`src/rtl/spi_master_pkg.sv`:
```
package spi_master_pkg;
  localparam int REG_W = 8;

  // register word indices
  localparam logic [3:0] W_IRQ_ST = 4'd6;
  localparam logic [3:0] W_IRQ_EN = 4'd7;
  localparam logic [3:0] W_TIMING = 4'd8;
  localparam logic [3:0] W_CTRL   = 4'd9;
  localparam logic [3:0] W_MODE   = 4'd10;
  localparam logic [3:0] W_DIV    = 4'd11;
  localparam logic [3:0] W_STAT   = 4'd12;
  localparam logic [3:0] W_TX     = 4'd13;
  localparam logic [3:0] W_RX     = 4'd14;
  localparam logic [3:0] W_SEL    = 4'd15;

  typedef enum logic [2:0] {
    ST_IDLE, ST_LEAD, ST_SHIFT, ST_TRAIL, ST_GAP
  } xferState_t;

  typedef struct packed {
    logic load;
    logic shiftOut;
    logic sample;
    logic finish;
    logic sckToggle;
  } dpStrobe_t;
endpackage

```
`src/rtl/spi_master_dp.sv`:
```
module spi_master_dp
  import spi_master_pkg::*;
#(
  parameter int BYTE_W = 8
) (
  input  logic              clk,
  input  logic              rstN,
  input  dpStrobe_t         strobe,
  input  logic [BYTE_W-1:0] txByte,
  input  logic              cpol,
  input  logic              lsbFirst,
  input  logic              miso,
  output logic              sck,
  output logic              mosi,
  output logic [BYTE_W-1:0] rxByte
);
  logic              sckPhase;
  logic [BYTE_W-1:0] shReg, rxSh, rxNext, rxByteQ;

  always_comb begin
    rxNext = rxSh;
    if (strobe.sample)
      rxNext = lsbFirst ? {miso, rxSh[BYTE_W-1:1]} : {rxSh[BYTE_W-2:0], miso};
  end

  always_ff @(posedge clk or negedge rstN) begin
    if (!rstN) begin
      sckPhase <= 1'b0;
      shReg    <= '0;
      rxSh     <= '0;
      rxByteQ  <= '0;
    end else begin
      if (strobe.load) begin
        sckPhase <= 1'b0;
        shReg    <= txByte;
      end else begin
        if (strobe.sckToggle) sckPhase <= ~sckPhase;
        if (strobe.shiftOut)
          shReg <= lsbFirst ? (shReg >> 1) : (shReg << 1);
      end
      rxSh <= rxNext;
      if (strobe.finish) rxByteQ <= rxNext;
    end
  end

  assign sck    = sckPhase ^ cpol;
  assign mosi   = lsbFirst ? shReg[0] : shReg[BYTE_W-1];
  assign rxByte = rxByteQ;

  // a freshly loaded byte starts from the idle clock level
  a_r5_load_idle_level: assert property (@(posedge clk) disable iff (!rstN)
    strobe.load |=> (sck == $past(cpol)));
  // the first data bit is on mosi right after loading
  a_r4_first_bit_out: assert property (@(posedge clk) disable iff (!rstN)
    strobe.load |=> (mosi == ($past(lsbFirst) ? $past(txByte[0]) : $past(txByte[BYTE_W-1]))));
endmodule

```
`src/rtl/spi_master_ctrl.sv`:
```
module spi_master_ctrl
  import spi_master_pkg::*;
#(
  parameter int BYTE_W = 8,
  parameter int CS_W   = 4
) (
  input  logic              clk,
  input  logic              rstN,
  input  logic [3:0]        regAddr,
  input  logic              regWrEn,
  input  logic              regRdEn,
  input  logic [REG_W-1:0]  regWrData,
  output logic [REG_W-1:0]  regRdData,
  input  logic [BYTE_W-1:0] rxByte,
  output dpStrobe_t         strobe,
  output logic [BYTE_W-1:0] txByte,
  output logic              cpol,
  output logic              lsbFirst,
  output logic              busy,
  output logic [CS_W-1:0]   csN
);
  localparam int EDGES = 2 * BYTE_W;
  localparam int CNT_W = ($clog2(EDGES) < 3) ? 3 : $clog2(EDGES);

  logic [REG_W-1:0] irqStReg, irqEnReg, timingReg, ctrlReg, modeReg, divReg;
  logic [CS_W-1:0]  selReg;
  logic             rxReady, rxOvr, txOvr;
  xferState_t       state;
  logic [REG_W-1:0] divCnt;
  logic [CNT_W-1:0] remCnt, edgeIdx;

  logic [2:0] leadCnt, trailCnt;
  logic [1:0] idleCnt;
  logic       enable, cpha, tick, wrTx, rdRx, rdStat, start, evenEdge;

  assign leadCnt  = timingReg[2:0];
  assign trailCnt = timingReg[5:3];
  assign idleCnt  = timingReg[7:6];
  assign enable   = ctrlReg[7];
  assign cpol     = modeReg[2];
  assign cpha     = modeReg[1];
  assign lsbFirst = modeReg[0];

  assign busy     = (state != ST_IDLE);
  assign tick     = busy && (divCnt == divReg);
  assign wrTx     = regWrEn && (regAddr == W_TX);
  assign rdRx     = regRdEn && (regAddr == W_RX);
  assign rdStat   = regRdEn && (regAddr == W_STAT);
  assign start    = wrTx && enable && !busy;
  assign edgeIdx  = CNT_W'(EDGES - 1) - remCnt;
  assign evenEdge = ~edgeIdx[0];
  assign txByte   = BYTE_W'(regWrData);
  assign csN      = selReg;

  always_comb begin
    strobe = '0;
    strobe.load = start;
    if (state == ST_SHIFT && tick) begin
      strobe.sckToggle = 1'b1;
      strobe.sample    = cpha ? !evenEdge : evenEdge;
      strobe.shiftOut  = cpha ? (evenEdge && edgeIdx != '0) : !evenEdge;
      strobe.finish    = (remCnt == '0);
    end
  end

  // sequencer: every delay stage counts SCK half-periods, empty stages skipped
  always_ff @(posedge clk or negedge rstN) begin
    if (!rstN) begin
      state  <= ST_IDLE;
      remCnt <= '0;
      divCnt <= '0;
    end else begin
      divCnt <= (!busy || tick) ? '0 : divCnt + 1'b1;
      if (start) begin
        if (leadCnt != 3'd0) begin
          state  <= ST_LEAD;
          remCnt <= CNT_W'(leadCnt - 3'd1);
        end else begin
          state  <= ST_SHIFT;
          remCnt <= CNT_W'(EDGES - 1);
        end
      end else if (tick) begin
        if (remCnt != '0) remCnt <= remCnt - 1'b1;
        else begin
          case (state)
            ST_LEAD: begin
              state  <= ST_SHIFT;
              remCnt <= CNT_W'(EDGES - 1);
            end
            ST_SHIFT: begin
              if (trailCnt != 3'd0) begin
                state  <= ST_TRAIL;
                remCnt <= CNT_W'(trailCnt - 3'd1);
              end else if (idleCnt != 2'd0) begin
                state  <= ST_GAP;
                remCnt <= CNT_W'(idleCnt - 2'd1);
              end else state <= ST_IDLE;
            end
            ST_TRAIL: begin
              if (idleCnt != 2'd0) begin
                state  <= ST_GAP;
                remCnt <= CNT_W'(idleCnt - 2'd1);
              end else state <= ST_IDLE;
            end
            default: state <= ST_IDLE;
          endcase
        end
      end
    end
  end

  // register bank and status flags
  always_ff @(posedge clk or negedge rstN) begin
    if (!rstN) begin
      irqStReg  <= '0;
      irqEnReg  <= '0;
      timingReg <= '0;
      ctrlReg   <= '0;
      modeReg   <= '0;
      divReg    <= '0;
      selReg    <= '1;
      rxReady   <= 1'b0;
      rxOvr     <= 1'b0;
      txOvr     <= 1'b0;
    end else begin
      if (regWrEn) begin
        case (regAddr)
          W_IRQ_ST: irqStReg  <= regWrData;
          W_IRQ_EN: irqEnReg  <= regWrData;
          W_TIMING: timingReg <= regWrData;
          W_CTRL:   ctrlReg   <= regWrData;
          W_MODE:   modeReg   <= regWrData;
          W_DIV:    divReg    <= regWrData;
          W_SEL:    selReg    <= regWrData[CS_W-1:0];
          default: ;
        endcase
      end
      if (strobe.finish) rxReady <= 1'b1;
      else if (rdRx)     rxReady <= 1'b0;
      if (strobe.finish && rxReady && !rdRx) rxOvr <= 1'b1;
      else if (rdStat)                       rxOvr <= 1'b0;
      if (wrTx && enable && busy) txOvr <= 1'b1;
      else if (rdStat)            txOvr <= 1'b0;
    end
  end

  always_comb begin
    case (regAddr)
      W_IRQ_ST: regRdData = irqStReg;
      W_IRQ_EN: regRdData = irqEnReg;
      W_TIMING: regRdData = timingReg;
      W_CTRL:   regRdData = ctrlReg;
      W_MODE:   regRdData = modeReg;
      W_DIV:    regRdData = divReg;
      W_STAT:   regRdData = {state inside {ST_LEAD, ST_SHIFT, ST_TRAIL}, busy, 1'b0,
                             !busy, rxReady, txOvr, rxOvr, 1'b0};
      W_RX:     regRdData = REG_W'(rxByte);
      W_SEL:    regRdData = REG_W'(selReg);
      default:  regRdData = '0;
    endcase
  end

  a_r3_select_follows_write: assert property (@(posedge clk) disable iff (!rstN)
    (regWrEn && regAddr == W_SEL) |=> (csN == $past(regWrData[CS_W-1:0])));
  a_r9_rx_read_clears: assert property (@(posedge clk) disable iff (!rstN)
    (rdRx && !strobe.finish) |=> !rxReady);
  a_r7_finish_sets_ready: assert property (@(posedge clk) disable iff (!rstN)
    strobe.finish |=> rxReady);
  a_r11_busy_write_flags: assert property (@(posedge clk) disable iff (!rstN)
    (wrTx && enable && busy) |=> (txOvr && busy));
  a_r12_disabled_stays_idle: assert property (@(posedge clk) disable iff (!rstN)
    (!busy && !enable) |=> !busy);
endmodule

```
`src/rtl/spi_master_top.sv`:
```
module spi_master_top
  import spi_master_pkg::*;
#(
  parameter int BYTE_W = 8,
  parameter int CS_W   = 4
) (
  input  logic             clk,
  input  logic             rstN,
  input  logic [3:0]       regAddr,
  input  logic             regWrEn,
  input  logic             regRdEn,
  input  logic [REG_W-1:0] regWrData,
  output logic [REG_W-1:0] regRdData,
  output logic [CS_W-1:0]  csN,
  output logic             sck,
  output logic             mosi,
  input  logic             miso
);
  dpStrobe_t         strobe;
  logic [BYTE_W-1:0] txByte, rxByte;
  logic              cpol, lsbFirst, busy;

  spi_master_ctrl #(.BYTE_W(BYTE_W), .CS_W(CS_W)) ctrl_i (
    .clk(clk), .rstN(rstN), .regAddr(regAddr), .regWrEn(regWrEn),
    .regRdEn(regRdEn), .regWrData(regWrData), .regRdData(regRdData),
    .rxByte(rxByte), .strobe(strobe), .txByte(txByte), .cpol(cpol),
    .lsbFirst(lsbFirst), .busy(busy), .csN(csN)
  );

  spi_master_dp #(.BYTE_W(BYTE_W)) dp_i (
    .clk(clk), .rstN(rstN), .strobe(strobe), .txByte(txByte), .cpol(cpol),
    .lsbFirst(lsbFirst), .miso(miso), .sck(sck), .mosi(mosi), .rxByte(rxByte)
  );

  // between bytes the clock rests at the polarity level
  a_r5_sck_idle_level: assert property (@(posedge clk) disable iff (!rstN)
    !busy |-> (sck == cpol));
endmodule

```
`config.mk`:
```
export PLATFORM = sky130hd
export DESIGN_NAME = spi_master_top
export DESIGN_NICKNAME = d
export VERILOG_FILES = /design/src/rtl/spi_master_pkg.sv /design/src/rtl/spi_master_dp.sv /design/src/rtl/spi_master_ctrl.sv /design/src/rtl/spi_master_top.sv
export SDC_FILE = /design/constraint.sdc
export NUM_CORES = 1
export LEC_CHECK = 0
export BUFFER_PORTS_ARGS = -buffer_cell sky130_fd_sc_hd__buf_2
export CAP_MARGIN = 40
export CORE_MARGIN = 2
export CORE_UTILIZATION = 30
export CTS_BUF_LIST = sky130_fd_sc_hd__clkbuf_8 sky130_fd_sc_hd__clkbuf_16
export DETAILED_ROUTE_END_ITERATION = 16
export SETUP_SLACK_MARGIN = 0.15
export SLEW_MARGIN = 20
export SYNTH_ARGS = -nofsm -noshare
export SYNTH_HDL_FRONTEND = slang
export SYNTH_HIERARCHICAL = 1
export SYNTH_SLANG_ARGS = --single-unit
```
`constraint.sdc`:
```
create_clock -name clk -period 2.4 [get_ports clk]
set_input_delay 0.36 -clock clk [delete_from_list [all_inputs] [get_ports clk]]
set_output_delay 0.36 -clock clk [all_outputs]
set_load 0.01 [all_outputs]
```
; Yosys cells after proc, flatten, opt, wreduce, memory -nomap -nowiden
; Cells that the tools add are included.
[word_totals]
reg_bits = 95
inputBits = 17
output_inout_bits = 14
wordCells = 111
[classes]
addsub = 6
eq_ne = 15
muxes = 32
n_bitwise = 3
n_reduce_logical = 38
[op_table]
columns = op, n
row1 = $pmux 8 s9, 1
row2 = $mux 8, 6
row3 = $eq 4x4->1 const B, 8
row4 = $mux 4, 7
row5 = $reduce_and 2->1, 9
row6 = $mux 3, 5
row7 = $reduce_bool 2->1, 7
row8 = $pmux 4 s3, 1
row9 = $reduce_bool 3->1, 4
row10 = $logic_and 1x1->1, 11
row11 = $mux 1, 10
row12 = $pmux 3 s3, 1
row13 = $add 8x1->8 const B, 1
row14 = $eq 4x3->1 const B, 2
row15 = $eq 8x8->1, 1
row16 = $reduce_bool 4->1, 2
row17 = $sub 3x1->4 const B, 2
row18 = $eq 3x2->1 const B, 2
row19 = $reduce_bool 5->1, 1
row20 = $logic_not 4->1, 1
row21 = $sub 4x1->4 const B, 1
row22 = $sub 4x4->4 const A, 1
row23 = $eq 3x1->1 const B, 1
row24 = $sub 2x1->3 const B, 1
row25 = other kinds (6), 8

; Logic depth before layout (Yosys ltp)
; Gate-level depths: netlist of run 1.
[logic_depth]
ltp_word = 8
ltp_mapped = 8

; Modules after synthesis
; The synthesis of run 1 kept the hierarchy.
[modules_own_cells]
columns = module, instances, cells_each, area_per_inst_um2, seq_area_each_um2
row1 = spi_master_ctrl, 1, 377, 3957.5, 1756.7
row2 = spi_master_dp, 1, 119, 1283.7, 625.6

; Worst setup path after synthesis of run 1
; No wires, ideal clock.
[synth_timing]
path_type = reg2reg
start = register ctrl_i.divCnt[2]
end = register dp_i.rxByteQ[6] (netlist: dp_i/rxByte[6])
setup_ns = 0.130
arrival_time_ns = 1.963
t_required_ns = 2.270
slack_ns = 0.307
stages_incl_launch_ff = 9
n_path_buf = 1
period_less_slack_ns = 2.093
path_cell_list = dfrtp_1 > xnor2_1 > nand4_1 > or2_1 > or3_1 > nor2_1 > buf_2 > nand2b_1 > o211ai_2
[synth_rtl]
columns = element, line
row1 = start: declaration, spi_master_ctrl.sv:29  ; logic [REG_W-1:0] divCnt;
row2 = start signal: assignment, spi_master_ctrl.sv:73  ; divCnt <= (!busy || tick) ? '0 : divCnt + 1'b1;
row3 = end signal: assignment, spi_master_dp.sv:42  ; if (strobe.finish) rxByteQ <= rxNext;
row4 = end: declaration, spi_master_dp.sv:18  ; logic [BYTE_W-1:0] shReg, rxSh, rxNext, rxByteQ;

==> impl_metrics.env, run 1 <==
export IMPL_outcome="completed"
export IMPL_clock_skew_ps=11.34
export IMPL_final_max_slew_viol_count=0
export IMPL_worst_slew_pin_slew_ps=507.5
export IMPL_drive_gt1_share_pct=26.79
export IMPL_timing_worst_setup_path_type="reg2reg"
export IMPL_clock_fmax_ghz=0.4663
export IMPL_die_x_um=136.2
export IMPL_number_of_synthesized_flops_with_an_enable_pin=0
export IMPL_post_synth_fa_ha_maj_area_fraction_pct=1.671
export IMPL_synth_simple_area_share_pct=17.43
export IMPL_post_synth_num_cell_types=59
export IMPL_ir_drop_mv=0.5777
export IMPL_period_needed_ps=2145
export IMPL_post_dp_cell_area_mm2=0.005698
export IMPL_hpwlAfterDp_um=10120
export IMPL_die_area_mm2=0.01854
export IMPL_grt_setup_unrepaired="yes"
export IMPL_syn_area_per_cell_um2=10.57
export IMPL_hold_path_cell_count=2
export IMPL_cp_slowest_stage_delay_ps=450
export IMPL_post_place_ws_ps=155.4
export IMPL_cp_cell_sequence="xnor2_1 > nand4_1 > or2_1 > or3_4 > nor2_2 > buf_6 > nand2b_2 > o211ai_1"
export IMPL_port_buffers=30
export IMPL_ys_seq_area_share_pct=45.45
export IMPL_nNetsFinal=564
export IMPL_post_route_worst_setup_slack_ps=255.3
export IMPL_clockBufferDepth=2
export IMPL_drt_pass1_iter_count=4
export IMPL_syn_instance_count=496
export IMPL_crit_arrival_ps=2410
export IMPL_io_pins=31
export IMPL_synth_async_sr_flop_share_pct=100.0
export IMPL_netlist_area_mm2=0.005241
export IMPL_grt_max_degree=39
export IMPL_antenna_found_initial=0
export IMPL_maxSlewHeadroom_pct=66.17
export IMPL_final_period_utilization_pct=89.36
export IMPL_crit_slowest_cell="dfrtp_1"
export IMPL_synth_net_count=520
export IMPL_initial_utilization_pct=30.51
export IMPL_clock_root_buffer="clkbuf_16"
export IMPL_muxShareOfSynthArea_pct=15.52
export IMPL_design_core_area_mm2=0.01718
export IMPL_tritoncts="built"
export IMPL_setup_worst_path_start_class="flip-flop"
export IMPL_worstSetupEndpointType="flip-flop"
export IMPL_drc=0
export IMPL_netlist_top_cell_by_area="dfrtp_1"
export IMPL_cts_htree_levels=3
export IMPL_synth_flop_cell="dfrtp_1"
export IMPL_gr_usage_all_layers_pct=15.66
export IMPL_area_growth_pct=15.87
export IMPL_max_cap_viol_count=0
export IMPL_grt_pass1_wl_um=22260
export IMPL_routed_wl_um=13750
export IMPL_setup_total_negative_slack_ps=0
export IMPL_final_standard_cell_area_without_fillers_mm2=0.006073
export IMPL_drtAntennaViolNets=0
export IMPL_place_congestion=0.9287
export IMPL_initialDrtViolationCount=319
export IMPL_ys_ff_latch=95
export IMPL_min_path_type="in2reg"
export IMPL_setup_violations_final=0
export IMPL_clk_insertion_delay_late_ps=360
export IMPL_rr_worst_depth=8
export IMPL_grt_pass1_vias=3934
export IMPL_synth_top_family_by_area="simple AND/OR/NAND/NOR gates"
export IMPL_pwr_density_cell_mw_per_mm2=858.9
export IMPL_via_count=4025
export IMPL_leakagePower_uw=0.002558
export IMPL_cts_made_buffers=9
export IMPL_synth_xor_area_share_pct=2.841
export IMPL_yosysWarnings=6
export IMPL_worstPathMaxFanout=11
export IMPL_core_rowCount=48
export IMPL_dieHeight_um=136.2
export IMPL_critical_path_required_ps=2670
export IMPL_globalRoute_totalOverflow=0
export IMPL_cts_sinks=95
export IMPL_synth_top_area_share_pct=43.45
export IMPL_netlist_top_cells_area="dfrtp_1 (43%), mux2_2 (9.7%), mux2i_1 (3.1%)"
export IMPL_vias_cell=5.227
export IMPL_synth_compound_area_share_pct=12.41
export IMPL_finalHoldViolations=0
export IMPL_antennaDiodeCount=0
export IMPL_avgRoutedWirePerCell_um=17.85
export IMPL_clkTransAtPathRegs_ps=70
## cells by family after synthesis
kind of cell	count (synthesis)
buf+inv	43
mux	74
flops	95
simple gates	169
fa+ha+maj	7
compound gates	91
xor+xnor	17
## sequential cells by signal, indices dropped and copies added, names as in the netlist
| name | flops |
|---|---|
| ctrl_i/rxOvr | 1 |
| ctrl_i/rxReady | 1 |
| ctrl_i/modeReg | 8 |
| ctrl_i/remCnt | 4 |
| ctrl_i/ctrlReg | 8 |
| dp_i/rxSh | 8 |
| dp_i/sckPhase | 1 |
| ctrl_i/irqEnReg | 8 |
| ctrl_i/timingReg | 8 |
| ctrl_i/state | 3 |
| dp_i/shReg | 8 |
| dp_i/rxByte | 8 |
| ctrl_i/divReg | 8 |
| ctrl_i/irqStReg | 8 |
| ctrl_i/csN | 4 |
| ctrl_i/txOvr | 1 |
| ctrl_i/divCnt | 8 |
## worst max-delay path: cells and delay by family (launching register included)
family / cells / cell delay [ps]
XOR/XNOR: 1 / 180
buffers and inverters: 1 / 150
flip-flops: 1 / 450
AO/OA/AOI/OAI: 1 / 200
AND/OR/NAND/NOR: 5 / 1080
## cell usage in the layout, fill, tap and decap left out, types with 3 or more instances in the layout
cell and n:
nor3_1 5, nand2_1 33, nand3_1 13, a21oi_1 17, nand3b_1 11, inv_6 3, mux2i_1 16, a32o_1 5
or3b_1 7, buf_2 28, and3_1 6, nor2_2 5, nor2b_1 11, xor2_1 6, mux2_1 13, inv_1 11
dfrtp_2 3, ha_1 7, nor3b_1 4, dfstp_2 4, buf_4 29, a31oi_1 9, o21ai_0 11, mux2_2 45
buf_6 3, a32oi_1 4, xnor2_1 11, a22oi_1 9, nor2_1 34, nand4_1 8, nand2b_1 16, dfrtp_1 88
o211ai_1 15, clkbuf_16 9
## cell type report
class,count,area [µm²]
Clock inverter,6,43.79
Fill cell,1773,11100
Tap cell,225,281.5
Multi-Input combinational cell,358,2641
Inverter,12,45.04
Timing Repair Buffer,64,436.7
Sequential cell,95,2386
Clock buffer,10,239.0
## where the power goes
group | switching (µW) | internal (µW)
sequential | 407 | 1990
clock | 643 | 738
combinational | 734 | 702
## final timing paths
path                                                    start                         endpoint  slack [ps]
worst min-delay path                             regWrData[5]    ctrl_i/ctrlReg[5]$_DFFE_PN0P_         370
max in group asynchronous                                rstN           dp_i/rxSh[1]$_DFF_PN0_        1160
min in group asynchronous                                rstN  ctrl_i/timingReg[2]$_DFFE_PN0P_         530
worst max register to register   ctrl_i/divReg[0]$_DFFE_PN0P_        dp_i/shReg[1]$_DFFE_PN0P_         260
worst min register to register  ctrl_i/ctrlReg[1]$_DFFE_PN0P_    ctrl_i/ctrlReg[1]$_DFFE_PN0P_         490
worst max-delay path             ctrl_i/divReg[0]$_DFFE_PN0P_        dp_i/shReg[1]$_DFFE_PN0P_         260
## repair_timing
item,in CTS,in global routing
buffers inserted,0,4
endpoints found under the setup margin,5,27
gates resized for setup,1,18
hold buffers,1,0
gates cloned,0,1
hold endpoints to repair,8,0
pin swaps,0,3
## through the flow
step | total power [µW] | utilization [%] | hold slack, ps | std cells
CTS | 5219 | 34.91 | 361.3 | 765
detailed placement | 3812 | 33.17 | 376.9 | 748
finish | 5217 | 35.36 | 368.6 | 770
global placement | 3768 | 33.17 | 360.2 | 748
floorplan | 3347 | - | 64.41 | 496
global route | 5561 | 35.36 | 372.4 | 770
## metal layers
| layer | track usage [%] | part of all wire [%] | vias to the layer above |
|---|---|---|---|
| li1 | - | - | 1895 |
| met1 | 22.84 | 49 | 2034 |
| met2 | 23.39 | 45 | 82 |
| met3 | 3.654 | 4.4 | 14 |
| met4 | 3.762 | 1.4 | 0 |
| met5 | 0 | 0 | - |
## cell usage after synthesis, types with 8 or more instances
cell type	count
xnor2_1	11
nor2_1	38
mux2_2	45
a22oi_1	9
a31oi_1	9
buf_2	9
mux2_1	13
nand4_1	8
nor2b_1	12
clkbuf_1	8
a21oi_1	17
nand3_1	13
o21ai_0	12
nand2b_1	17
inv_1	11
mux2i_1	16
o211ai_1	15
nand2_1	34
dfrtp_1	91
buf_4	9
nand3b_1	11
No activity file was read; power rests on OpenSTA's default activity.
==> run 2, diff against run 1 <==
- ABC_AREA: not set -> 1
- SKIP_CTS_REPAIR_TIMING: not set -> 1
==> run 2 against run 1 <==
Net effect:
- the run now ends with negative hold slack left
- critical endpoint is now regRdData[6]
- worst hold slack got worse by 400 ps
- register-to-register slack improved by 210 ps
- flip-flop and latch count unchanged
- cell count up 23%
- global-route usage fell by 0.15 points
- cell area decreased by 3.9%
- synthesized area down 1.1%
- sequential power is essentially flat
- combinational power increased by 12%
- largest cell class is now flip-flops and latches
- synthesized cell count is 39% higher
- via count grew 11%
==> impl_metrics.env, run 2 <==
export IMPL_worst_hold_slack_ps=-26.64
export IMPL_place_inst=928
export IMPL_clock_fmax_ghz=0.4791
export IMPL_via_count=4458
export IMPL_die_x_um=135.5
export IMPL_synth_xor_area_share_pct=1.182
export IMPL_combinationalPowerShare_pct=29.0
export IMPL_maxSlewHeadroom_pct=66.86
export IMPL_clock_skew_ps=8.790
export IMPL_post_synth_fa_ha_maj_area_fraction_pct=1.689
export IMPL_max_cap_viol_count=0
export IMPL_antenna_found_initial=0
export IMPL_initial_utilization_pct=30.29
export IMPL_final_max_slew_viol_count=0
export IMPL_final_period_utilization_pct=86.96
export IMPL_synth_net_count=712
export IMPL_dieHeight_um=135.5
export IMPL_power_spent_charging_and_discharging_nets_uw=1963
export IMPL_hpwlAfterDp_um=10150
export IMPL_outcome="complete, but fails checks"
export IMPL_utilization_pct=34.11
export IMPL_post_dp_cell_area_mm2=0.005503
export IMPL_antennaDiodeCount=0
export IMPL_setup_total_negative_slack_ps=0
export IMPL_sw_frac_of_total_pct=35.10
export IMPL_post_synth_num_cell_types=38
export IMPL_grt_setup_unrepaired="no"
export IMPL_reg_to_reg_startpoint="ctrl_i/divCnt[4]$_DFF_PN0_"
export IMPL_mostFrequentLayoutCells="nand2_1 (246), dfrtp_1 (91), o21ai_0 (56)"
export IMPL_power_internal_uw=3630
export IMPL_drive_gt1_share_pct=12.93
export IMPL_synth_compound_area_share_pct=9.628
export IMPL_period_needed_ps=2087
export IMPL_clockBufferDepth=2
export IMPL_failed_checks="negative hold slack"
export IMPL_pwr_density_cell_mw_per_mm2=958.1
export IMPL_syn_area_per_cell_um2=7.536
export IMPL_routed_wl_um=13860
export IMPL_netlist_top_cells_area="dfrtp_1 (44%), nand2_1 (18%), o21ai_0 (5.4%)"
export IMPL_place_congestion=0.8484
export IMPL_yosysWarnings=6
export IMPL_syn_instance_count=688
export IMPL_ys_seq_area_share_pct=45.95
export IMPL_synth_async_sr_flop_share_pct=100.0
export IMPL_avgRoutedWirePerCell_um=14.68
export IMPL_netlist_area_mm2=0.005185
export IMPL_final_standard_cell_area_without_fillers_mm2=0.005838
export IMPL_ir_drop_mv=0.4507
export IMPL_leakagePower_uw=0.002981
export IMPL_globalRoute_totalOverflow=0
export IMPL_vias_cell=4.722
export IMPL_grt_pass1_vias=4145
export IMPL_p_seq_share_pct=42.4
export IMPL_initialDrtViolationCount=337
export IMPL_gr_usage_all_layers_pct=15.51
export IMPL_timing_worst_setup_path_type="reg2out"
export IMPL_tritoncts="built"
export IMPL_synthMostInstantiatedCell="nand2_1"
export IMPL_layout_cells_non_filler=944
export IMPL_rr_worst_depth=14
export IMPL_synth_flop_cell="dfrtp_1"
export IMPL_grt_pass1_wl_um=22010
export IMPL_clock_power_share_pct=28.6
export IMPL_synth_top_area_share_pct=43.92
export IMPL_cts_sinks=95
export IMPL_cts_htree_levels=3
export IMPL_muxShareOfSynthArea_pct=0
export IMPL_r2r_end="dp_i/shReg[2]$_DFFE_PN0P_"
export IMPL_nNetsFinal=738
export IMPL_ys_ff_latch=95
export IMPL_clock_root_buffer="clkbuf_16"
export IMPL_drc=0
export IMPL_setup_violations_final=0
export IMPL_drt_pass1_iter_count=6
export IMPL_cts_made_buffers=9
export IMPL_reg2reg_slack_ps=470
export IMPL_number_of_synthesized_flops_with_an_enable_pin=0
export IMPL_die_area_mm2=0.01835
export IMPL_port_buffers=30
export IMPL_worst_slew_pin_slew_ps=497.1
export IMPL_synth_simple_area_share_pct=33.37
export IMPL_io_pins=31
export IMPL_netlist_top_cell_by_area="dfrtp_1"
export IMPL_critical_path_required_ps=2040
export IMPL_worstPathMaxFanout=7
export IMPL_crit_arrival_ps=1730
export IMPL_layout_commonest_cell="nand2_1"
export IMPL_grt_max_degree=61
export IMPL_synth_top_family_by_area="simple AND/OR/NAND/NOR gates"
export IMPL_design_core_area_mm2=0.01712
export IMPL_clkTransAtPathRegs_ps=70
export IMPL_synth_commonest_cells="nand2_1 (246), dfrtp_1 (91), o21ai_0 (56)"
export IMPL_clk_insertion_delay_late_ps=340
export IMPL_worstSetupEndpointType="primary output"
export IMPL_drtAntennaViolNets=0
export IMPL_finalHoldViolations=18
export IMPL_num_fill_cells=1858
export IMPL_setup_worst_path_start_class="flip-flop"
export IMPL_min_path_type="in2async"
export IMPL_core_rowCount=48
export IMPL_area_growth_pct=12.60
-- run 2: worst max-delay path by stage --
stage                     cells past startpoint  slack (ps)                         from                         to
after floorplan                              12         600   ctrl_i/divCnt[4]$_DFF_PN0_     dp_i/rxSh[5]$_DFF_PN0_
after global placement                       10         440                   regAddr[3]               regRdData[1]
after detailed placement                      9         420                   regAddr[0]               regRdData[7]
after CTS                                     7         320  ctrl_i/state[0]$_DFFE_PN0P_               regRdData[6]
after global routing                         14         200   ctrl_i/divCnt[4]$_DFF_PN0_  dp_i/shReg[3]$_DFFE_PN0P_
final                                         7         310  ctrl_i/state[0]$_DFFE_PN0P_               regRdData[6]
-- run 2: final cells by class --
| class | count | area, µm² | share of cell area, % |
|---|---|---|---|
| Sequential cell | 95 | 2382 | 40.81 |
| Clock inverter | 4 | 68.82 | 1.179 |
| Multi-Input combinational cell | 507 | 2379 | 40.74 |
| Clock buffer | 12 | 266.5 | 4.565 |
| Timing Repair Buffer | 37 | 217.7 | 3.729 |
| Tap cell | 225 | 281.5 | 4.822 |
| Inverter | 64 | 242.7 | 4.158 |
-- run 2: kinds of logic (layout without fill, tap and decap cells) --
group	count (synthesis)	in the layout
buffers and inverters	86	117
AOI/OAI and AO/OA	94	94
and+or+nand+nor	399	399
xor gates and xnor gates	7	7
adders and majority gates	7	7
DFF	95	95
-- run 2: per-layer routing --
metal / track usage, % / wire [µm]
met3: 2.581 / 654
met4: 3.299 / 114
met1: 22.36 / 6856
met5: 0 / 0
met2: 24.59 / 6233
-- run 2: critical path: stages, from the launching register on --
cell	delay, ps
dfrtp_1	460
inv_2	120
nand3_4	140
inv_1	130
o21ai_0	110
a21oi_1	130
nand3_1	130
buf_2	160
-- run 2: power by group through the flow --
stage / Combinational (µW) / Clock (µW) / Sequential [µW]
finish: 1620 / 1600 / 2370
global route: 1860 / 1690 / 2430
CTS: 1630 / 1640 / 2370
detailed placement: 1630 / 0 / 2390
global placement: 1610 / 0 / 2390
floorplan: 1220 / 0 / 2300
-- run 2: metrics by stage --
| step | worst slack, ps | power, µW |
|---|---|---|
| floorplan | 598.0 | 3514 |
| global placement | 444.1 | 4003 |
| detailed placement | 417.5 | 4018 |
| CTS | 324.9 | 5635 |
| global route | 201.5 | 5975 |
| finish | 312.9 | 5593 |
==> run 3, diff against run 2 <==
- CORE_ASPECT_RATIO: not set -> 0.8
- CTS_CLUSTER_SIZE: not set -> 40
- GPL_TIMING_DRIVEN: not set -> 0
==> run 3 against run 2 <==
Net effect:
- the run now ends clean
- worst hold slack better by 370 ps
- critical endpoint is now regRdData[7]
- sequential share of layout area shrank 1.1 points
- cell area grew 2.9%
- maximum frequency shrank 1.4%
- global-route usage is 0.98 points higher
- highest routed layer unchanged
==> impl_metrics.env, run 3 (synthesized netlist as in run 2, its figures left out) <==
export IMPL_outcome="completed"
export IMPL_grt_use_met2_pct=24.60
export IMPL_crit_slowest_cell="dfrtp_2"
export IMPL_cp_slowest_stage_delay_ps=460
export IMPL_ir_drop_mv=0.4319
export IMPL_worst_path_buf_inv=1
export IMPL_min_path_type="in2reg"
export IMPL_cp_cell_sequence="o21ai_0 > o221ai_1 > nor2_1 > nand2_1 > buf_2"
export IMPL_cts_sinks=95
export IMPL_dieHeight_um=121.6
export IMPL_clkTransAtPathRegs_ps=70
export IMPL_worst_hold_startpoint="regWrData[7]"
export IMPL_layout_cells_non_filler=959
export IMPL_num_fill_cells=1769
export IMPL_area_growth_pct=15.88
export IMPL_worstPathMaxFanout=6
export IMPL_antennaDiodeCount=0
export IMPL_initialDrtViolationCount=367
export IMPL_timing_worst_setup_path_type="reg2out"
export IMPL_setup_violations_final=0
export IMPL_cts_htree_levels=3
export IMPL_io_pins=31
export IMPL_mostFrequentLayoutCells="nand2_1 (246), dfrtp_1 (90), o21ai_0 (55)"
export IMPL_clock_root_buffer="clkbuf_16"
export IMPL_design_core_area_mm2=0.01671
export IMPL_tritoncts="built"
export IMPL_initial_utilization_pct=31.03
export IMPL_cts_made_buffers=9
export IMPL_drc=0
export IMPL_worstSetupStartpoint="ctrl_i/state[0]$_DFFE_PN0P_"
export IMPL_worstSetupEndpointType="primary output"
export IMPL_vias_cell=4.717
export IMPL_clock_skew_ps=6.714
export IMPL_place_inst=938
export IMPL_clk_insertion_delay_late_ps=350
export IMPL_place_congestion=0.8475
export IMPL_die_area_mm2=0.01836
export IMPL_pwr_density_cell_mw_per_mm2=929.0
export IMPL_max_cap_viol_count=0
export IMPL_finalHoldViolations=0
export IMPL_grt_pass1_wl_um=23270
export IMPL_drt_pass1_iter_count=5
export IMPL_reg_to_reg_startpoint="ctrl_i/remCnt[0]$_DFFE_PN0P_"
export IMPL_nNetsFinal=758
export IMPL_port_buffers=29
export IMPL_setup_worst_path_start_class="flip-flop"
export IMPL_drtAntennaViolNets=0
export IMPL_hpwlAfterDp_um=10240
export IMPL_leakagePower_uw=0.003064
export IMPL_crit_arrival_ps=1760
export IMPL_worst_slew_pin_slew_ps=505.6
export IMPL_die_x_um=151.0
export IMPL_grt_max_degree=70
export IMPL_met3_demand_to_capacity_share_in_global_routing_pct=4.082
export IMPL_layer_with_the_highest_usage_after_global_routing="met2"
export IMPL_drive_gt1_share_pct=15.43
export IMPL_final_max_slew_viol_count=0
export IMPL_maxSlewHeadroom_pct=66.26
export IMPL_grt_pass1_vias=4353
export IMPL_clock_fmax_ghz=0.4725
export IMPL_antenna_found_initial=0
export IMPL_timing_critical_path_max_delay_family="compound AO/OA/AOI/OAI gates"
export IMPL_core_rowCount=42
export IMPL_gr_usage_all_layers_pct=16.49
export IMPL_routed_wl_um=14050
export IMPL_via_count=4524
export IMPL_utilization_pct=35.95
export IMPL_globalRoute_totalOverflow=0
export IMPL_clockBufferDepth=2
export IMPL_grt_setup_unrepaired="yes"
export IMPL_final_period_utilization_pct=88.19
export IMPL_period_needed_ps=2117
export IMPL_critical_path_required_ps=2040
export IMPL_power_uw=5582
export IMPL_globalRouteMet1Util_pct=24.19
export IMPL_layout_commonest_cell="nand2_1"
export IMPL_avgRoutedWirePerCell_um=14.65
## run 3: cell types whose count changed in the layout (fill, tap and decap cells not counted), sizes merged
cell	previous run	this run
clkinv	1	3
clkbuf	12	11
dlygate4sd3	0	1
bufinv	2	1
inv	65	67
buf	37	54
## run 3: cell type report
type / count / area, µm² / share of cell area, %
flip-flops and latches: 95 / 2384 / 39.67
multi-input cells: 507 / 2384 / 39.67
well taps: 220 / 275.3 / 4.581
inverters: 64 / 242.7 / 4.040
clock buffers: 9 / 225.2 / 3.748
repair buffers: 35 / 219.0 / 3.644
plain buffers: 22 / 181.4 / 3.020
clock inverters: 7 / 97.59 / 1.624
## run 3: worst paths after layout
path                                              end  slack [ps]  depth (start not counted)
setup / recovery                         regRdData[7]         280                          5
hold reg to reg             dp_i/sckPhase$_DFFE_PN0P_         480                          1
hold / removal              dp_i/shReg[7]$_DFFE_PN0P_         340                          4
setup reg to reg           dp_i/rxByte[1]$_DFFE_PN0P_         360                         10
max in group asynchronous   ctrl_i/csN[3]$_DFFE_PN1P_        1260                          3
min in group asynchronous  ctrl_i/divCnt[3]$_DFF_PN0_         450                          2
## run 3: metrics by stage
| stage | setup TNS [ps] | area (µm²) | hold slack, ps | setup slack, ps |
|---|---|---|---|---|
| after floorplan | 0 | 5185 | 64.41 | 598.0 |
| after global placement | -8230 | 5605 | 466.8 | -100.3 |
| after detailed placement | 0 | 5639 | 257.1 | 40.49 |
| after CTS | 0 | 5962 | -114.6 | 24.26 |
| after global routing | 0 | 6008 | 358.5 | 133.0 |
| final | 0 | 6008 | 340.4 | 283.5 |
## run 3: tightest hold or removal path: stages
cell and delay [ps]:
buf_2 90, buf_4 90, nand2_1 40, nand3_1 70
## run 3: per-layer routing
metal	wire (µm)	part of all wire [%]
met5	0	0
met4	174	1.2
met3	751	5.3
met2	6043	43
met1	7076	50
## run 3: report_power, final
part	switching, µW	leakage, µW	internal, µW
Combinational	995	0.00170	671
Clock	693	0.000157	839
Sequential	371	0.00121	2010
